File: config.mk
export PLATFORM = sky130hd
export DESIGN_NAME = sdfe_byte_engine
export DESIGN_NICKNAME = d
export VERILOG_FILES = /design/src/rtl/sdfe_pkg.sv /design/src/rtl/sdfe_word_fifo.sv /design/src/rtl/sdfe_rx_pack.sv /design/src/rtl/sdfe_tx_unpack.sv /design/src/rtl/sdfe_byte_engine.sv
export SDC_FILE = /design/constraint.sdc
export NUM_CORES = 1
export LEC_CHECK = 0
export ABC_AREA = 0
export BUFFER_PORTS_ARGS = -buffer_cell sky130_fd_sc_hd__buf_4
export CORE_ASPECT_RATIO = 1.1
export CORE_MARGIN = 2
export CORE_UTILIZATION = 40
export DETAILED_ROUTE_END_ITERATION = 7
export SKIP_CTS_REPAIR_TIMING = 1
export SYNTH_ARGS = -nofsm -noshare
export SYNTH_HDL_FRONTEND = slang
export SYNTH_SLANG_ARGS = --single-unit
File: constraint.sdc
create_clock -name clk -period 7.5 [get_ports clk]
set_clock_uncertainty 0.05 [all_clocks]
set_input_delay 1.5 -clock clk [delete_from_list [all_inputs] [get_ports clk]]
set_output_delay 1.5 -clock clk [all_outputs]
set_load 0.02 [all_outputs]
File: src/rtl/sdfe_pkg.sv
`timescale 1ns/1ps
package sdfe_pkg;
    typedef enum logic [3:0] {
        ST_IDENT = 4'd0,
        ST_DATA  = 4'd1,
        ST_RD    = 4'd2,
        ST_WR    = 4'd3
    } sdfe_state_e;

    localparam int unsigned STS_W        = 10;
    localparam int unsigned STS_DATA_BIT = 0;
    localparam int unsigned STS_DIRQ_BIT = 8;
    localparam int unsigned STS_BIRQ_BIT = 9;
endpackage

File: src/rtl/sdfe_word_fifo.sv
`timescale 1ns/1ps
module sdfe_word_fifo #(
    parameter int WORD_W = 32,
    parameter int DEPTH  = 16,
    localparam int AW    = $clog2(DEPTH),
    localparam int LW    = $clog2(DEPTH + 1)
) (
    input  logic              clk,
    input  logic              rst_n,
    input  logic              push,
    input  logic [WORD_W-1:0] push_data,
    input  logic              pop,
    output logic [WORD_W-1:0] head,
    output logic [LW-1:0]     level,
    output logic              full,
    output logic              empty
);
    logic [WORD_W-1:0] mem [DEPTH];
    logic [AW-1:0]     rd_ptr;
    logic [AW-1:0]     wr_idx;
    logic              push_ok;
    logic              pop_ok;

    assign full    = (level == LW'(DEPTH));
    assign empty   = (level == '0);
    assign push_ok = push && !full;
    assign pop_ok  = pop && !empty;
    assign wr_idx  = rd_ptr + level[AW-1:0];
    assign head    = mem[rd_ptr];

    always_ff @(posedge clk) begin
        if (push_ok) begin
            mem[wr_idx] <= push_data;
        end
    end

    always_ff @(posedge clk or negedge rst_n) begin
        if (!rst_n) begin
            rd_ptr <= '0;
            level  <= '0;
        end else begin
            rd_ptr <= rd_ptr + AW'(pop_ok);
            level  <= level + LW'(push_ok) - LW'(pop_ok);
        end
    end

    // a push into a full FIFO with no pop leaves it full
    a_r2_full_push_dropped: assert property (@(posedge clk) disable iff (!rst_n)
        (push && !pop && full) |=> (level == LW'(DEPTH)));

    // a pop from an empty FIFO with no push leaves it empty
    a_r2_empty_pop_no_change: assert property (@(posedge clk) disable iff (!rst_n)
        (pop && !push && empty) |=> (level == '0));

    // the level never exceeds the depth
    a_r9_level_bound: assert property (@(posedge clk) disable iff (!rst_n)
        level <= LW'(DEPTH));
endmodule

File: src/rtl/sdfe_rx_pack.sv
`timescale 1ns/1ps
module sdfe_rx_pack #(
    parameter int WORD_W = 32,
    localparam int BPW   = WORD_W / 8,
    localparam int IW    = $clog2(BPW)
) (
    input  logic              clk,
    input  logic              rst_n,
    input  logic              clear,
    input  logic              fire,
    input  logic              last,
    input  logic [7:0]        byte_in,
    output logic              word_done,
    output logic [WORD_W-1:0] word_out
);
    logic [WORD_W-1:0] acc;
    logic [IW-1:0]     idx;

    assign word_out  = acc | (WORD_W'(byte_in) << {idx, 3'b000});
    assign word_done = fire && ((idx == IW'(BPW - 1)) || last);

    always_ff @(posedge clk or negedge rst_n) begin
        if (!rst_n) begin
            acc <= '0;
            idx <= '0;
        end else if (clear) begin
            acc <= '0;
            idx <= '0;
        end else if (fire) begin
            if (word_done) begin
                acc <= '0;
                idx <= '0;
            end else begin
                acc <= word_out;
                idx <= idx + 1'b1;
            end
        end
    end

    // a byte that does not finish a word leaves no bits above the next slot
    a_r5_partial_zero_fill: assert property (@(posedge clk) disable iff (!rst_n)
        (fire && !word_done && idx == '0) |=> (acc[WORD_W-1:8] == '0));
endmodule

File: src/rtl/sdfe_tx_unpack.sv
`timescale 1ns/1ps
module sdfe_tx_unpack #(
    parameter int WORD_W = 32,
    localparam int BPW   = WORD_W / 8,
    localparam int IW    = $clog2(BPW)
) (
    input  logic              clk,
    input  logic              rst_n,
    input  logic              clear,
    input  logic              load,
    input  logic [WORD_W-1:0] load_word,
    input  logic              shift,
    output logic              has_byte,
    output logic [7:0]        byte_out
);
    logic [WORD_W-1:0] word;
    logic [IW:0]       left;

    assign has_byte = (left != '0);
    assign byte_out = word[7:0];

    always_ff @(posedge clk or negedge rst_n) begin
        if (!rst_n) begin
            word <= '0;
            left <= '0;
        end else if (clear) begin
            left <= '0;
        end else if (load) begin
            word <= load_word;
            left <= (IW+1)'(BPW);
        end else if (shift && has_byte) begin
            word <= word >> 8;
            left <= left - 1'b1;
        end
    end

    // the byte after a sent byte is the next higher byte of the same word
    a_r6_low_byte_first: assert property (@(posedge clk) disable iff (!rst_n)
        (shift && !clear && !load && left > (IW+1)'(1)) |=> (byte_out == $past(word[15:8])));
endmodule

File: src/rtl/sdfe_byte_engine.sv
`timescale 1ns/1ps
module sdfe_byte_engine
    import sdfe_pkg::*;
#(
    parameter int WORD_W     = 32,
    parameter int FIFO_DEPTH = 16,
    parameter int BLK_W      = 9,
    parameter int LEN_W      = 10,
    localparam int LW        = $clog2(FIFO_DEPTH + 1),
    localparam int CNT_W     = BLK_W + LEN_W
) (
    input  logic              clk,
    input  logic              rst_n,
    input  logic              sw_push,
    input  logic [WORD_W-1:0] sw_push_data,
    input  logic              sw_pop,
    output logic [WORD_W-1:0] sw_pop_data,
    input  logic              len_load,
    input  logic [BLK_W-1:0]  blk_count,
    input  logic [LEN_W-1:0]  blk_len,
    input  logic              dir_read,
    input  logic              data_irq_en,
    input  logic              block_irq_en,
    input  logic [STS_W-1:0]  sts_clr,
    output logic [STS_W-1:0]  status,
    output logic              irq,
    output logic [LW+3:0]     dbg,
    input  logic              card_rx_valid,
    input  logic [7:0]        card_rx_data,
    output logic              card_rx_ready,
    output logic              card_tx_valid,
    output logic [7:0]        card_tx_data,
    input  logic              card_tx_ready
);
    sdfe_state_e       st_q, st_nx;
    logic [CNT_W-1:0]  cnt_q;
    logic [CNT_W-1:0]  load_val;
    logic              load_nz;
    logic              cnt_nz;
    logic              last_byte;
    logic              rx_fire;
    logic              tx_fire;
    logic              fetch;
    logic              word_moved;
    logic              tx_has;
    logic              rx_word_done;
    logic [WORD_W-1:0] rx_word;
    logic              fifo_push;
    logic [WORD_W-1:0] fifo_push_data;
    logic              fifo_pop;
    logic [WORD_W-1:0] fifo_head;
    logic [LW-1:0]     fifo_level;
    logic              fifo_full;
    logic              fifo_empty;
    logic [STS_W-1:0]  sts_set;

    assign load_val  = {{LEN_W{1'b0}}, blk_count} * {{BLK_W{1'b0}}, blk_len};
    assign load_nz   = (load_val != '0);
    assign cnt_nz    = (cnt_q != '0);
    assign last_byte = (cnt_q == CNT_W'(1));

    assign card_rx_ready = (st_q == ST_RD) && cnt_nz && !fifo_full && !len_load;
    assign fetch         = (st_q == ST_WR) && cnt_nz && !tx_has && !fifo_empty && !len_load;
    assign card_tx_valid = (st_q == ST_WR) && cnt_nz && tx_has && !len_load;
    assign rx_fire       = card_rx_valid && card_rx_ready;
    assign tx_fire       = card_tx_valid && card_tx_ready;
    assign word_moved    = rx_word_done || fetch;

    assign fifo_push      = rx_word_done || sw_push;
    assign fifo_push_data = rx_word_done ? rx_word : sw_push_data;
    assign fifo_pop       = fetch || sw_pop;
    assign sw_pop_data    = (fifo_empty || fetch) ? '0 : fifo_head;

    sdfe_word_fifo #(.WORD_W(WORD_W), .DEPTH(FIFO_DEPTH)) u_fifo (
        .clk       (clk),
        .rst_n     (rst_n),
        .push      (fifo_push),
        .push_data (fifo_push_data),
        .pop       (fifo_pop),
        .head      (fifo_head),
        .level     (fifo_level),
        .full      (fifo_full),
        .empty     (fifo_empty)
    );

    sdfe_rx_pack #(.WORD_W(WORD_W)) u_rx (
        .clk       (clk),
        .rst_n     (rst_n),
        .clear     (len_load),
        .fire      (rx_fire),
        .last      (last_byte),
        .byte_in   (card_rx_data),
        .word_done (rx_word_done),
        .word_out  (rx_word)
    );

    sdfe_tx_unpack #(.WORD_W(WORD_W)) u_tx (
        .clk       (clk),
        .rst_n     (rst_n),
        .clear     (len_load || (tx_fire && last_byte)),
        .load      (fetch),
        .load_word (fifo_head),
        .shift     (tx_fire),
        .has_byte  (tx_has),
        .byte_out  (card_tx_data)
    );

    // state register
    always_ff @(posedge clk or negedge rst_n) begin
        if (!rst_n) begin
            st_q <= ST_IDENT;
        end else begin
            st_q <= st_nx;
        end
    end

    // next state
    always_comb begin
        st_nx = st_q;
        unique case (st_q)
            ST_IDENT, ST_DATA: begin
                if (len_load && load_nz) st_nx = dir_read ? ST_RD : ST_WR;
            end
            ST_RD: begin
                if (len_load) begin
                    if (load_nz) st_nx = dir_read ? ST_RD : ST_WR;
                end else if (rx_fire && last_byte) begin
                    st_nx = ST_DATA;
                end
            end
            ST_WR: begin
                if (len_load) begin
                    if (load_nz) st_nx = dir_read ? ST_RD : ST_WR;
                end else if (tx_fire && last_byte) begin
                    st_nx = ST_DATA;
                end
            end
            default: st_nx = ST_IDENT;
        endcase
    end

    // outputs and flag sets
    always_comb begin
        sts_set               = '0;
        sts_set[STS_DATA_BIT] = word_moved;
        sts_set[STS_DIRQ_BIT] = word_moved && data_irq_en;
        sts_set[STS_BIRQ_BIT] = tx_fire && last_byte && block_irq_en;
        irq                   = status[STS_DIRQ_BIT] || status[STS_BIRQ_BIT];
        dbg                   = {fifo_level, st_q};
    end

    always_ff @(posedge clk or negedge rst_n) begin
        if (!rst_n) begin
            cnt_q  <= '0;
            status <= '0;
        end else begin
            status <= (status & ~sts_clr) | sts_set;
            if (len_load) begin
                cnt_q <= load_val;
            end else if (rx_fire || tx_fire) begin
                cnt_q <= cnt_q - 1'b1;
            end
        end
    end

    // no card byte is accepted while the FIFO is full
    a_r4_no_rx_when_full: assert property (@(posedge clk) disable iff (!rst_n)
        fifo_full |-> !card_rx_ready);

    // a load sets the count to the product
    a_r3_count_load: assert property (@(posedge clk) disable iff (!rst_n)
        len_load |=> (cnt_q == $past(load_val)));

    // the final byte moves the state to DATA
    a_r8_done_to_data: assert property (@(posedge clk) disable iff (!rst_n)
        ((rx_fire || tx_fire) && last_byte) |=> (st_q == ST_DATA));

    // the block interrupt only rises at the end of a write
    a_r8_block_irq_write_only: assert property (@(posedge clk) disable iff (!rst_n)
        $rose(status[STS_BIRQ_BIT]) |-> ($past(st_q) == ST_WR));

    // a software pop during an engine fetch reads zero
    a_r11_fetch_wins: assert property (@(posedge clk) disable iff (!rst_n)
        (fetch && sw_pop) |-> (sw_pop_data == '0));
endmodule

==> flow_summary.toml <==
[hold_path]
hold-path-cell-count = 2
hold_class = "register to register"
hold_path.startpoint = "u_tx.word[1]"

[clock_network]
clkSlewWorstSetupHoldPaths_ps = 60
cts_root_buf = "clkbuf_16"
htree_levels = 3
cts.sinks = 621
numCtsBuffers = 66
cts_buffer_depth = 3
cts_tree = "yes"
clock_latency_ps = 610

[sta]
period_minus_slack_ps = 5850
final.period_utilization = 0.7800
holdWs_ps = 429.5
relSlewSlack = 0.09314
setup_slack_ps = 1650
rsz0062_at_grt = "no"
finalHoldViolations = 0
slew_violations = 0
fmax_mhz = 170.9
setup_tns_ps = 0
setup_viol = 0
tightest_slew_ps = 1351

[detailed_routing]
firstDrtPassIters = 7
num_vias = 17512
via_per_inst = 5.540
drt-total-wl_um = 74810
wire_per_inst_um = 23.67
drt_iter0_drc = 1420
drc_errors = 0
antenna_left = 0

[cells_and_area]
layout_commonest_cell = "edfxtp_1"
final_cell_count_no_fill = 3161
final_cell_mix = "edfxtp_1 (512), buf_4 (195), o21ai_0 (162)"
layout.nets = 2369
multi_input_area_mm2 = 0.009697
n_antenna_cell = 0
seqCellArea_mm2 = 0.01811
area_growth_pct = 16.08
layout-drive-gt1-share = 0.1964
n_fill_cell = 6149

[die]
core_mm2 = 0.07058
die_w_um = 258.9
die_h_um = 284.3
dieArea_mm2 = 0.07361
boundaryPins = 141
rows = 102
start_util = 0.4050

[synth]
ys.flop_type = "edfxtp_1"
avgSynthCellArea_um2 = 14.06
synth_top_area_cell = "edfxtp_1"
synth_top_area_frac = 0.5380
synth.cell_area_mm2 = 0.02858
yosysSeqAreaShare = 0.6334
synth_area_leaders = "edfxtp_1 (54%), dfrtp_1 (9.5%), mux4_2 (5.0%), fa_1 (4.1%), mux2i_1 (3.5%)"
postSynthCellCount = 2032
synth-adder-area-share = 0.06584
async_flop_share = 0.1755
synth_compound_area_frac = 0.09461
yosysWarningCount = 0
synth_cell_types = 67
yosys_register_bits = 621
synth_edf_count = 512
synth_mux_area_frac = 0.09881
synth-xor-area-share = 0.007968
synthSimpleGateAreaFrac = 0.06611
synth_top_family_by_area = "multiplexers"

[place]
dp_cells = 3043
dp_slack_ps = 1048
gp_congestion = 0.8100
place_hpwl_um = 46520
io_buffer_count = 138

[global_routing]
grt_usage = 0.2036
grt_max_degree = 113
first_global_vias = 17942
grt_pass1_wl_um = 112000
antenna_found_initial = 1
globalRouteOverflowTotal = 0

[power]
internal-power_mw = 8.764
pwr-share-clk = 0.242
power_frac_comb = 0.390
switching_power_mw = 5.275
ir_worst_vdd_mv = 0.3029
leakagePower_nw = 12.37
seq_power_share = 0.368
swShare = 0.3758
p_total_mw = 14.04
p_per_area_mw_per_mm2 = 423.2

[worst_setup_path]
path_class = "input pin to output pin"
worstRegToRegCells = 6
cp_data_arrival_time_ps = 4300
cp-end-kind = "output pin"
required_ps = 5950
crit_path_start = "len_load"
worstPathMaxFanout = 43
crit_end = "sw_pop_data[13]"
ff2ff_setup_slack_ps = 3260
timing.rr.start = "u_fifo.rd_ptr[0]"
rr_endpoint = "u_fifo.mem[5][18]"
critPathLaunchType = "input pin"

[flow_run]
max-cap-violations = 0

[run_status]
status = "finished clean"
==> worst min path at each step <==
stage / to
2_1_floorplan: u_tx.word[10]
3_3_place_gp: u_tx.word[13]
3_5_place_dp: u_tx.word[9]
4_1_cts: u_tx.word[9]
5_1_grt: u_tx.word[9]
6_report: u_tx.word[1]
==> cell usage after synthesis, drive strengths merged (6+ instances only) <==
master and count:
or3 6, nor4 7, xor2 9, a221oi 31
mux2i 101, clkbuf 73, nand3 38, o21ai 172
inv 107, fa 59, ha 56, nor3 23
edfxtp 512, a21o 6, a211oi 8, dfrtp 109
a22o 11, a21oi 137, a22oi 43, nor2 76
buf 52, nand2 140, mux4 64, o21a 6
nor2b 14, and2 57, mux2 33, nand2b 6
xnor2 17
==> registers in the layout, indices dropped and copies added (netlist names), 3 cells and up <==
name	count
status	10
u_fifo.rd_ptr	4
u_tx.left	3
u_rx.acc	32
u_fifo.mem	512
u_fifo.level	5
cnt_q	19
u_tx.word	32
==> logic make-up after synthesis <==
kind of cell,after synthesis
other,1
adders and majority gates,115
DFF,621
AOI/OAI and AO/OA,448
xor gates and xnor gates,26
and+or+nand+nor,391
muxes,198
buffers and inverters,232
==> critical path, cell delays in order <==
cell,delay [ps]
buf_4,400
nor2b_1,170
o311ai_1,260
nor2_4,150
inv_1,270
nand2_1,560
buf_12,410
a21oi_1,340
buf_4,220
==> stage by stage <==
| stage | utilization | instance area, um^2 |
|---|---|---|
| floorplan | - | 28580 |
| global placement | 0.4380 | 30910 |
| detailed placement | 0.4380 | 30910 |
| CTS | 0.4700 | 33170 |
| global route | 0.4701 | 33180 |
| finish | 0.4701 | 33180 |
==> cell type report <==
type | count | share of cell area
Sequential cell | 621 | 0.5460
Clock buffer | 79 | 0.05280
Tap cell | 936 | 0.03530
Timing Repair Buffer | 199 | 0.04627
Clock inverter | 39 | 0.01527
Inverter | 107 | 0.01211
Multi-Input combinational cell | 1180 | 0.2923
==> routing by layer <==
layer / GRT usage / part of all wire
met5: 0 / 0
met4: 0.06026 / 0.021
met3: 0.02283 / 0.043
met2: 0.3578 / 0.51
met1: 0.2647 / 0.42
==> power groups by stage <==
stage               clock [mW]  sequential (mW)  combinational, mW
detailed placement           0             5.23               5.53
global route              3.57             5.24               5.97
finish                    3.39             5.16               5.48
floorplan                    0             5.04               3.63
global placement             0             5.18               5.46
CTS                       3.45             5.16               5.55
(Power assumes the default switching activity.)
